==> config.mk <==
export PLATFORM = sky130hd
export DESIGN_NAME = match_interval_timer
export DESIGN_NICKNAME = d
export VERILOG_FILES = /design/src/rtl/mit_pkg.sv /design/src/rtl/mit_prescaler.sv /design/src/rtl/mit_counter.sv /design/src/rtl/mit_flag.sv /design/src/rtl/match_interval_timer.sv
export SDC_FILE = /design/constraint.sdc
export NUM_CORES = 1
export LEC_CHECK = 0
export BUFFER_PORTS_ARGS = -buffer_cell sky130_fd_sc_hd__buf_2
export CORE_ASPECT_RATIO = 1.5
export CORE_MARGIN = 5
export CORE_UTILIZATION = 55
export DETAILED_ROUTE_END_ITERATION = 16
export HOLD_SLACK_MARGIN = 0.06
export PLACE_DENSITY_LB_ADDON = 0.12
export SLEW_MARGIN = 25
export SYNTH_ARGS = -nofsm -noshare
export SYNTH_HDL_FRONTEND = slang
export SYNTH_SLANG_ARGS = --single-unit
==> constraint.sdc <==
create_clock -name clk -period 2.4 [get_ports clk]
set_input_delay 0.24 -clock clk [delete_from_list [all_inputs] [get_ports clk]]
set_output_delay 0.24 -clock clk [all_outputs]
set_load 0.03 [all_outputs]
==> src/rtl/mit_pkg.sv <==
package mit_pkg;

  localparam int DATA_W   = 16;
  localparam int PRE_W    = 6;
  localparam int FLAG_BIT = 7;

  typedef enum logic [1:0] {
    REG_RUN   = 2'd0,
    REG_CTRL  = 2'd1,
    REG_COUNT = 2'd2,
    REG_CONST = 2'd3
  } mit_reg_e;

  typedef enum logic [1:0] {
    DIV_4  = 2'd0,
    DIV_8  = 2'd1,
    DIV_16 = 2'd2,
    DIV_64 = 2'd3
  } mit_div_e;

  // Terminal value of the divider counter: ratio minus one.
  function automatic logic [PRE_W-1:0] div_last(input mit_div_e sel);
    case (sel)
      DIV_4:   div_last = PRE_W'(3);
      DIV_8:   div_last = PRE_W'(7);
      DIV_16:  div_last = PRE_W'(15);
      default: div_last = PRE_W'(63);
    endcase
  endfunction

  // Next counter value on a tick: wrap to zero at the constant.
  function automatic logic [DATA_W-1:0] count_step(input logic [DATA_W-1:0] cur,
                                                   input logic [DATA_W-1:0] lim);
    count_step = (cur == lim) ? '0 : cur + DATA_W'(1);
  endfunction

  // Control register image seen by software.
  function automatic logic [DATA_W-1:0] ctrl_image(input logic flag, input mit_div_e sel);
    logic [DATA_W-1:0] img;
    img = '0;
    img[FLAG_BIT] = flag;
    img[1:0] = sel;
    return img;
  endfunction

endpackage

==> src/rtl/mit_prescaler.sv <==
module mit_prescaler
  import mit_pkg::*;
(
  input  logic     clk,
  input  logic     rst_n,
  input  logic     run,
  input  mit_div_e sel,
  output logic     tick
);

  logic [PRE_W-1:0] pre_q;

  // ">=" keeps a mid-run change to a smaller ratio from skipping a wrap.
  assign tick = run && (pre_q >= div_last(sel));

  always_ff @(posedge clk or negedge rst_n) begin
    if (!rst_n)      pre_q <= '0;
    else if (!run)   pre_q <= '0;
    else if (tick)   pre_q <= '0;
    else             pre_q <= pre_q + PRE_W'(1);
  end

endmodule

==> src/rtl/mit_counter.sv <==
module mit_counter
  import mit_pkg::*;
#(
  parameter logic [DATA_W-1:0] CONST_INIT = '1
) (
  input  logic              clk,
  input  logic              rst_n,
  input  logic              tick,
  input  logic              wr_count,
  input  logic              wr_const,
  input  logic [DATA_W-1:0] wdata,
  output logic [DATA_W-1:0] count,
  output logic [DATA_W-1:0] limit,
  output logic              match_evt
);

  logic [DATA_W-1:0] count_q, limit_q;

  // A software write to the counter overrides the tick, including its match.
  assign match_evt = tick && !wr_count && (count_q == limit_q);

  always_ff @(posedge clk or negedge rst_n) begin
    if (!rst_n)        count_q <= '0;
    else if (wr_count) count_q <= wdata;
    else if (tick)     count_q <= count_step(count_q, limit_q);
  end

  always_ff @(posedge clk or negedge rst_n) begin
    if (!rst_n)        limit_q <= CONST_INIT;
    else if (wr_const) limit_q <= wdata;
  end

  assign count = count_q;
  assign limit = limit_q;

endmodule

==> src/rtl/mit_flag.sv <==
module mit_flag (
  input  logic clk,
  input  logic rst_n,
  input  logic match_evt,
  input  logic rd_ctrl,
  input  logic clr_req,
  output logic flag,
  output logic req_pulse
);

  logic flag_q, armed_q, req_q;
  logic clr_ok;

  assign clr_ok = clr_req && armed_q;

  always_ff @(posedge clk or negedge rst_n) begin
    if (!rst_n) begin
      flag_q  <= 1'b0;
      armed_q <= 1'b0;
      req_q   <= 1'b0;
    end else begin
      req_q <= match_evt;
      if (match_evt)   flag_q <= 1'b1;
      else if (clr_ok) flag_q <= 1'b0;
      if (clr_req)                armed_q <= 1'b0;
      else if (rd_ctrl && flag_q) armed_q <= 1'b1;
    end
  end

  assign flag      = flag_q;
  assign req_pulse = req_q;

endmodule

==> src/rtl/match_interval_timer.sv <==
module match_interval_timer
  import mit_pkg::*;
#(
  parameter logic [DATA_W-1:0] CONST_INIT = '1
) (
  input  logic              clk,
  input  logic              rst_n,
  input  logic              wr_en,
  input  logic              rd_en,
  input  logic [1:0]        addr,
  input  logic [DATA_W-1:0] wdata,
  output logic [DATA_W-1:0] rdata,
  output logic              match_flag,
  output logic              dma_req
);

  mit_reg_e          reg_sel;
  logic              run_q;
  mit_div_e          sel_q;
  logic              tick;
  logic              match_evt;
  logic              wr_count, wr_const, wr_ctrl, wr_run, rd_ctrl, clr_req;
  logic [DATA_W-1:0] count, limit;

  assign reg_sel  = mit_reg_e'(addr);
  assign wr_run   = wr_en && (reg_sel == REG_RUN);
  assign wr_ctrl  = wr_en && (reg_sel == REG_CTRL);
  assign wr_count = wr_en && (reg_sel == REG_COUNT);
  assign wr_const = wr_en && (reg_sel == REG_CONST);
  assign rd_ctrl  = rd_en && (reg_sel == REG_CTRL);
  assign clr_req  = wr_ctrl && !wdata[FLAG_BIT];

  always_ff @(posedge clk or negedge rst_n) begin
    if (!rst_n) begin
      run_q <= 1'b0;
      sel_q <= DIV_4;
    end else begin
      if (wr_run)  run_q <= wdata[0];
      if (wr_ctrl) sel_q <= mit_div_e'(wdata[1:0]);
    end
  end

  mit_prescaler u_pre (
    .clk  (clk),
    .rst_n(rst_n),
    .run  (run_q),
    .sel  (sel_q),
    .tick (tick)
  );

  mit_counter #(.CONST_INIT(CONST_INIT)) u_cnt (
    .clk      (clk),
    .rst_n    (rst_n),
    .tick     (tick),
    .wr_count (wr_count),
    .wr_const (wr_const),
    .wdata    (wdata),
    .count    (count),
    .limit    (limit),
    .match_evt(match_evt)
  );

  mit_flag u_flag (
    .clk      (clk),
    .rst_n    (rst_n),
    .match_evt(match_evt),
    .rd_ctrl  (rd_ctrl),
    .clr_req  (clr_req),
    .flag     (match_flag),
    .req_pulse(dma_req)
  );

  always_comb begin
    case (reg_sel)
      REG_RUN:   rdata = {{(DATA_W-1){1'b0}}, run_q};
      REG_CTRL:  rdata = ctrl_image(match_flag, sel_q);
      REG_COUNT: rdata = count;
      default:   rdata = limit;
    endcase
  end

endmodule

==> impl_metrics.yaml, run 1 <==
outcome:
  outcome: "finished, final reports clean"
run:
  cap_violations: 0
final_layout:
  layout.area.seq_mm2: 0.00112
  fin_nets: 339
  drive_above_1_share_pct: 35.3
  syn_to_final_growth_pct: 12.6
  n_fill_cell: 447
  multi_input_area_mm2: 0.00161
  antenna_cells: 0
  finalCoreUtilization_pct: 63.2
die:
  core_mm2: 0.00508
  die_x_um: 68.8
  num_rows: 32
  ios: 40
  initial_core_util_pct: 56.2
  dieArea_mm2: 0.00676
  die_h_um: 98.3
power:
  total_power_uw: 2420
  p_leak_uw: 0.00143
  power_density_mw_per_mm2: 754
  ir_drop_uv: 405
yosys:
  yosysUniqueCellTypes: 48
  ys_ff_latch: 44
  async_flop_share_pct: 100
  syn-cell-area_mm2: 0.00286
  yosysTopAreaCell: "dfrtp_1"
  synth_nets: 300
  synth_most_common_cell: "dfrtp_1"
  yosysSeqAreaShare_pct: 39.2
  postSynthCellCount: 272
  ys.warnings.count: 0
  synthTopCellsByArea: "dfrtp_1 (25%), dfstp_2 (15%), mux2_2 (7.9%)"
  synth.avg_cell_area_um2: 10.5
  synth_edf_count: 0
  synth_top_area_share_pct: 24.5
  synth-main-ff-cell: "dfrtp_1"
  synth_top_cells_by_count: "dfrtp_1 (28), nand2_1 (24), mux2_2 (20), nor2_1 (20), xor2_1 (18)"
global_routing:
  grt_pass1_vias: 2223
  gr-usage-met1_pct: 26.4
  antenna_found_initial: 0
  gr-usage-all-layers_pct: 21.4
  grt.met2_usage_pct: 38.2
  busiest_layer: "met2"
  grt_max_degree: 43
  grt_pass1_wl_um: 11000
  grt_overflow: 0
  grt_use_met3_pct: 2.76
worst_setup_path:
  arrival_ps: 2250
  crit_path_max_fanout: 13
  reg2reg_depth: 7
  path_class: "flip-flop to flip-flop"
  r2r_slack_ps: 360
  worst_ep_required_time_ps: 2610
  end_kind: "flip-flop"
  start_kind: "flip-flop"
routing:
  drc: 0
  drt_first_pass_iters: 4
  wirelength_um: 6770
  routed-via-count: 2220
  drtAntennaViolNets: 0
  wl_per_cell_um: 17.8
  drtIter0Drc: 83
  viasPerCell: 5.84
sta:
  setup_viol: 0
  period_needed_ps: 2040
  tns_ps: 0
  max-slew-margin-rel_pct: 62.4
  hold_viol: 0
  worst_pin_slew_ps: 564
  maxSlewViolCount: 0
  clock.fmax_mhz: 490
  skew_ps: 5.69
  finalCritPeriodShare_pct: 85.0
  rsz0062_at_grt: "false"
hold_path:
  hold_class: "input pin to flip-flop"
  holdPathStages: 3
placement:
  place.gp.congestion: 0.809
  hpwl_um: 4830
  numPortBuffers: 39
clocking:
  cts_hold_buf: 0
  clk_path_buf_depth: 2
  clk_pin_slew_ps: 90
  numCtsBuffers: 5
  cts_root_buf: "clkbuf_8"
  htreeDepth: 2
  cts_tree: "yes"
  worstSkewPairLatency_ps: 300
  cts_setup_buffers: 0
  cts_resized: 0
  cts.sinks: 44
final cells by class:
type	count	share of cell area, %
multi-input combinational	207	50.1
sequential	44	34.9
timing repair buffer	48	8.33
tap	68	2.65
clock buffer	5	2.14
clock inverter	3	1.32
inverter	5	0.584
flip-flops by register name (all words and copies together) (netlist names):
register / cells
u_cnt.limit: 16
u_cnt.count: 16
u_flag.flag: 1
sel_q: 2
run_q: 1
u_flag.armed_q: 1
u_pre.pre_q: 6
u_flag.req_pulse: 1
stage by stage:
step / cells / instance area (µm²) / setup slack [ps] / hold WS (ps)
after floorplan: 272 / 2860 / 641 / -55.6
after global placement: 371 / 3090 / 456 / 447
after detailed placement: 371 / 3090 / 352 / 450
after CTS: 379 / 3200 / 331 / 126
after global routing: 380 / 3220 / 99.1 / 180
final: 380 / 3220 / 359 / 179
per-layer routing:
layer | up-vias | share of wire [%]
li1 | 1059 | -
met1 | 1109 | 41
met2 | 45 | 54
met3 | 7 | 3.6
met4 | 0 | 1.1
met5 | - | 0
cell usage in the layout (no fill, tap or decap), types with 4 or more instances in the layout:
cell type,Yosys,routed
dfrtp_1,28,28
inv_1,5,5
buf_2,9,38
xor2_1,18,18
nor2b_1,15,15
nor2_1,20,20
nand2_1,24,24
a22oi_1,12,12
ha_1,6,6
o211ai_2,7,7
and2_1,4,4
nand4_1,4,4
mux2_2,20,20
mux2i_1,13,13
clkbuf_8,0,5
o21ai_0,6,6
buf_4,1,9
dfstp_2,16,16
a32oi_1,4,4
nand3_1,11,11
kinds of logic (layout without fill, tap and decap cells):
group | Yosys count | count (layout) | synth area share, %
AO/OA/AOI/OAI | 48 | 48 | 13.3
XOR/XNOR | 21 | 21 | 6.44
adder cells (fa/ha/maj) | 6 | 6 | 2.63
buffers and inverters | 21 | 61 | 4.34
flip-flops | 44 | 44 | 39.2
multiplexers | 34 | 34 | 13.2
AND/OR/NAND/NOR | 98 | 98 | 20.8
power breakdown:
part | switching [µW] | internal (µW) | leakage, µW | total (µW)
Sequential | 201 | 914 | 0.000526 | 1120
Combinational | 418 | 312 | 0.000853 | 730
Clock | 270 | 308 | 0.0000541 | 578
Total | 888 | 1530 | 0.00143 | 2420
worst max-delay path: stages, from the launching register on:
cell and delay (ps):
dfrtp_1 410, nand2_1 100, ha_1 300, o211ai_1 90
o21a_1 260, nor2_4 330, nand2_1 170, o311ai_1 280
final timing paths:
path                                     start               to
min in group asynchronous                rst_n   u_pre.pre_q[0]
worst min-delay path                  wdata[5]   u_cnt.count[5]
worst min register to register  u_pre.pre_q[0]   u_pre.pre_q[0]
max in group asynchronous                rst_n   u_cnt.limit[4]
worst max-delay path                  sel_q[1]  u_cnt.count[10]
worst max register to register        sel_q[1]  u_cnt.count[10]
Power figures use the tool's default switching activity.
==> inputs of run 2 (changes only) <==
--- a/config.mk
+++ b/config.mk
@@ -5,6 +5,7 @@
 export SDC_FILE = /design/constraint.sdc
 export NUM_CORES = 1
 export LEC_CHECK = 0
+export ABC_AREA = 1
 export BUFFER_PORTS_ARGS = -buffer_cell sky130_fd_sc_hd__buf_2
 export CORE_ASPECT_RATIO = 1.5
 export CORE_MARGIN = 5
==> constraint.sdc (replaced) <==
create_clock -name clk -period 2.31 [get_ports clk]
set_input_delay 0.231 -clock clk [delete_from_list [all_inputs] [get_ports clk]]
set_output_delay 0.231 -clock clk [all_outputs]
set_load 0.03 [all_outputs]
==> run 2 against run 1 <==
Against the previous run:
- sequential share of layout area decreased by 1.5 points
- clock power increased by 5.2%
- first-iteration DRC count increased by 65%
- largest power group unchanged
- highest routed layer unchanged
==> impl_metrics.yaml, run 2 <==
outcome:
  outcome: "finished, final reports clean"
worst_setup_path:
  end_kind: "flip-flop"
  arrival_ps: 2190
  path_class: "flip-flop to flip-flop"
  worstPathCellList: "nand2_1, ha_1, nand2_1, nor2_1, nand2_1, nand2_1, nand2_4, nor2_8, nand3_1, inv_1"
  crit_path_frequent_cell: "nand2_1"
  critical-path-top-delay-family: "simple AND/OR/NAND/NOR gates"
  slowest_delay_ps: 410
  critPathBufInv: 1
  start_kind: "flip-flop"
  crit_slowest_cell: "dfrtp_1"
  crit_path_max_fanout: 17
  worst_ep_required_time_ps: 2560
  r2r_slack_ps: 380
die:
  ios: 40
  core_mm2: 0.00537
  dieArea_mm2: 0.00706
  num_rows: 33
  die_h_um: 100
  initial_core_util_pct: 55.9
  die_x_um: 70.3
yosys:
  synth_most_common_cell: "nand2_1"
  synth_edf_count: 0
  synth-main-ff-cell: "dfrtp_1"
  synth_top_cells_by_count: "nand2_1 (138), inv_1 (52), nor2_1 (41)"
  yosysSeqAreaShare_pct: 37.4
  ys.warnings.count: 0
  syn-cell-area_mm2: 0.00300
  postSynthCellCount: 431
  synth_nets: 459
  synth_top_area_share_pct: 23.4
  ys_ff_latch: 44
  async_flop_share_pct: 100
  synthTopCellsByArea: "dfrtp_1 (23%), nand2_1 (17%), dfstp_2 (14%)"
  synth.avg_cell_area_um2: 6.96
  yosysTopAreaCell: "dfrtp_1"
  yosysUniqueCellTypes: 33
power:
  p_leak_uw: 0.00183
  total_power_uw: 2360
  ir_drop_uv: 399
  power_density_mw_per_mm2: 703
placement:
  hpwl_um: 5520
  numPortBuffers: 39
  place.gp.congestion: 0.857
  pre_cts_ws_ps: 389
  post-place-cells: 533
sta:
  hold_viol: 0
  clock.fmax_mhz: 517
  max-slew-margin-rel_pct: 38.4
  period_needed_ps: 1930
  setup_viol: 0
  maxSlewViolCount: 0
  skew_ps: 8.36
  worst_pin_slew_ps: 923
  finalCritPeriodShare_pct: 83.8
  tns_ps: 0
  setup_ws_ps: 375
  rsz0062_at_grt: "false"
final_layout:
  drive_above_1_share_pct: 23.1
  final_cell_mix: "nand2_1 (138), inv_1 (52), nor2_1 (41), buf_2 (39), nand3_1 (37)"
  syn_to_final_growth_pct: 12.2
  multi_input_area_mm2: 0.00155
  layout.area.seq_mm2: 0.00112
  final-instance-count-excl-fill: 541
  fin_nets: 498
  n_fill_cell: 531
  antenna_cells: 0
  final_common_cell: "nand2_1"
routing:
  routed-via-count: 2796
  drtAntennaViolNets: 0
  drc: 0
  drt_first_pass_iters: 4
  viasPerCell: 5.17
  drtIter0Drc: 137
  wl_per_cell_um: 13.7
  wirelength_um: 7420
clocking:
  cts_tree: "yes"
  cts_hold_buf: 0
  cts_setup_buffers: 0
  cts_resized: 0
  htreeDepth: 2
  worstSkewPairLatency_ps: 310
  cts_root_buf: "clkbuf_8"
  clk_pin_slew_ps: 90
  cts.sinks: 44
  clk_path_buf_depth: 2
  numCtsBuffers: 5
global_routing:
  gr-usage-all-layers_pct: 22.5
  grt_pass1_wl_um: 12800
  antenna_found_initial: 0
  grt_overflow: 0
  grt_max_degree: 40
  grt_pass1_vias: 2818
run:
  cap_violations: 0
hold_path:
  hold_class: "input pin to asynchronous set/reset pin"
-- run 2: worst register-to-register path, stage by stage, from the launching register on --
cell and delay, ps:
dfrtp_1 410, nand2_1 100, ha_1 300, nand2_1 50
nor2_1 90, nand2_1 70, nand2_1 120, nand2_4 170
nor2_8 330, nand3_1 150, inv_1 80
-- run 2: final cells by class --
type	count	share of cell area [%]
clock buffers	5	2.05
clock inverters	3	1.26
flip-flops and latches	44	33.3
inverters	67	7.48
well taps	70	2.60
multi-input cells	307	46.1
repair buffers	45	7.14
-- run 2: cells by family after synthesis --
logic type,count (synthesis),synth area share (%)
DFF,44,37.4
adders and majority gates,6,2.50
muxes,1,0.376
AOI/OAI and AO/OA,41,7.72
buffers and inverters,80,10.9
and+or+nand+nor,246,37.4
xor gates and xnor gates,13,3.80
-- run 2: routing by layer --
metal  GRT usage, %  share of wire (%)
met4           10.0                1.9
met3           3.41                4.8
met5              0                  0
met2           41.1                 53
met1           25.5                 40
-- run 2: where the power goes --
part           internal, µW  total, µW  switching [µW]  leakage, µW
clock network           320        608             288    0.0000541
logic                   245        694             449      0.00124
registers               917       1060             145     0.000529
-- run 2: final timing paths --
kind	from	end	depth (start not counted)
max	sel_q[1]	u_flag.req_pulse	10
min	rst_n	u_cnt.count[2]	1
max reg2reg	sel_q[1]	u_flag.req_pulse	10
min reg2reg	u_pre.pre_q[0]	u_pre.pre_q[0]	1
max in group asynchronous	rst_n	u_cnt.limit[12]	2
min in group clk	wdata[3]	u_cnt.limit[3]	3
-- run 2: through the flow --
stage	hold slack (ps)	cell area (µm²)	util [%]
2_1_floorplan	-64.6	3000	-
3_3_place_gp	411	3250	60.6
3_5_place_dp	423	3250	60.6
4_1_cts	92.7	3360	62.7
5_1_grt	125	3360	62.7
6_report	57.6	3360	62.7
==> inputs of run 3 (changes only) <==
--- a/config.mk
+++ b/config.mk
@@ -5,11 +5,11 @@
 export SDC_FILE = /design/constraint.sdc
 export NUM_CORES = 1
 export LEC_CHECK = 0
-export ABC_AREA = 1
+export ABC_AREA = 0
 export BUFFER_PORTS_ARGS = -buffer_cell sky130_fd_sc_hd__buf_2
 export CORE_ASPECT_RATIO = 1.5
 export CORE_MARGIN = 5
-export CORE_UTILIZATION = 55
+export CORE_UTILIZATION = 52
 export DETAILED_ROUTE_END_ITERATION = 16
 export HOLD_SLACK_MARGIN = 0.06
 export PLACE_DENSITY_LB_ADDON = 0.12
==> constraint.sdc (replaced) <==
create_clock -name clk -period 1.7 [get_ports clk]
set_input_delay 0.17 -clock clk [delete_from_list [all_inputs] [get_ports clk]]
set_output_delay 0.17 -clock clk [all_outputs]
set_load 0.03 [all_outputs]
==> run 3 against run 2 <==
Against the previous run:
- the run now ends with negative setup slack left
- via count fell by 13%
- power up 55%
- final cell count down 21%
- sequential power is 40% higher
- die area grew 0.69%
- register-to-register slack got worse by 450 ps
- critical path type unchanged
==> impl_metrics.yaml, run 3 (synthesis gave the netlist of run 1 again) <==
outcome:
  outcome: "finished with violations"
  violations: "negative setup slack"
die:
  die_h_um: 101
  num_rows: 33
  dieArea_mm2: 0.00711
  die_x_um: 70.5
  core_mm2: 0.00541
  initial_core_util_pct: 52.8
  ios: 40
hold_path:
  hold_end: "u_cnt.limit[8]"
  hold_class: "input pin to flip-flop"
  worstHoldStart: "wdata[8]"
  holdPathStages: 2
routing:
  drc: 0
  m1WireLength_um: 2890
  drtIter0Drc: 68
  wl_met3_um: 296
  drtAntennaViolNets: 0
  routed-via-count: 2445
  drt_first_pass_iters: 4
  routed.top_layer: "met4"
  wl_per_cell_um: 16.9
  viasPerCell: 5.69
  dr_wl_met2_um: 3770
  wirelength_um: 7280
run:
  cap_violations: 0
placement:
  numPortBuffers: 39
  hpwl_um: 5420
  place.gp.congestion: 0.823
  pre_cts_ws_ps: -113
final_layout:
  final_common_cell: "buf_4"
  antenna_cells: 0
  syn_to_final_growth_pct: 32.4
  finalCoreUtilization_pct: 69.9
  fin_nets: 387
  final_cell_mix: "buf_4 (49), buf_2 (37), dfrtp_1 (27), nand2_1 (21), mux2_2 (20)"
  n_fill_cell: 443
  drive_above_1_share_pct: 50.6
clocking:
  clk_pin_slew_ps: 80
  cts.sinks: 44
  cts_tree: "yes"
  cts_root_buf: "clkbuf_8"
  clk_path_buf_depth: 2
  worstSkewPairLatency_ps: 300
  htreeDepth: 2
  numCtsBuffers: 5
global_routing:
  grt_overflow: 0
  grt_max_degree: 21
  grt_pass1_vias: 2521
  grt_pass1_wl_um: 12200
  gr-usage-all-layers_pct: 21.9
  antenna_found_initial: 0
worst_setup_path:
  start_kind: "flip-flop"
  end_kind: "flip-flop"
  r2r_slack_ps: -70
  reg2reg_depth: 7
  r2r-end: "u_cnt.count[10]"
  path_class: "flip-flop to flip-flop"
  arrival_ps: 1980
  rr_startpoint: "sel_q[1]"
  crit_path_max_fanout: 4
  worst_ep_required_time_ps: 1900
sta:
  maxSlewViolCount: 0
  period_needed_ps: 1770
  finalCritPeriodShare_pct: 104
  clock.fmax_mhz: 564
  setup_ws_ps: -73.9
  rsz0062_at_grt: "true"
  max-slew-margin-rel_pct: 70.9
  worst_pin_slew_ps: 436
  skew_ps: 4.60
  hold_viol: 0
  whs_ps: 115
  setup_viol: 14
power:
  power_density_mw_per_mm2: 972
  p_leak_uw: 0.00171
  ir_drop_uv: 732
-- run 3: routing by layer --
metal  global-route usage, %  up-vias
met1                    25.6     1178
met2                    38.5       73
li1                        -     1168
met3                    3.99       26
met5                       0        -
met4                    10.0        0
-- run 3: worst max path at each step --
stage | startpoint | endpoint | depth (start not counted)
after floorplan | sel_q[1] | u_cnt.count[10] | 7
after global placement | u_cnt.limit[6] | u_flag.flag | 6
after detailed placement | u_cnt.limit[6] | u_flag.flag | 6
after CTS | sel_q[1] | u_cnt.count[2] | 8
after global routing | sel_q[1] | u_cnt.count[2] | 8
final | sel_q[1] | u_cnt.count[10] | 7
-- run 3: cell type report --
| class | count | area (µm²) | area share [%] |
|---|---|---|---|
| sequential | 44 | 1120 | 29.7 |
| clock buffer | 6 | 82.6 | 2.18 |
| timing repair buffer | 95 | 671 | 17.7 |
| tap | 70 | 87.6 | 2.32 |
| inverter | 5 | 18.8 | 0.496 |
| multi-input combinational | 208 | 1790 | 47.3 |
| clock inverter | 2 | 10.0 | 0.265 |
-- run 3: where the power goes --
part / total, µW / internal [µW] / switching, µW
sequential: 1480 / 1290 / 190
clock: 690 / 325 / 365
combinational: 1500 / 690 / 812
-- run 3: worst max-delay path, cell delays in order (launching register included) --
cell      delay, ps
dfrtp_1         400
nand2_2          90
ha_1            280
o211ai_1        110
o21a_1          240
nor2_4          170
nand2_2         120
o311ai_1        270
-- run 3: stage by stage --
step / instance area, µm² / power, µW / instances / setup TNS [ps]
after floorplan: 2870 / 2350 / 272 / 0
after global placement: 3450 / 2800 / 417 / -649
after detailed placement: 3450 / 2830 / 417 / -1140
after CTS: 3640 / 3600 / 428 / -775
after global routing: 3780 / 3920 / 430 / -3300
final: 3780 / 3680 / 430 / -598
-- run 3: repair_timing --
item	CTS	global route
cloned	1	0
hold buffers	1	0
endpoints found under the setup margin	19	25
setup buffers	1	3
pin swaps	2	14
resized for setup	12	34
hold endpoints to repair	14	0
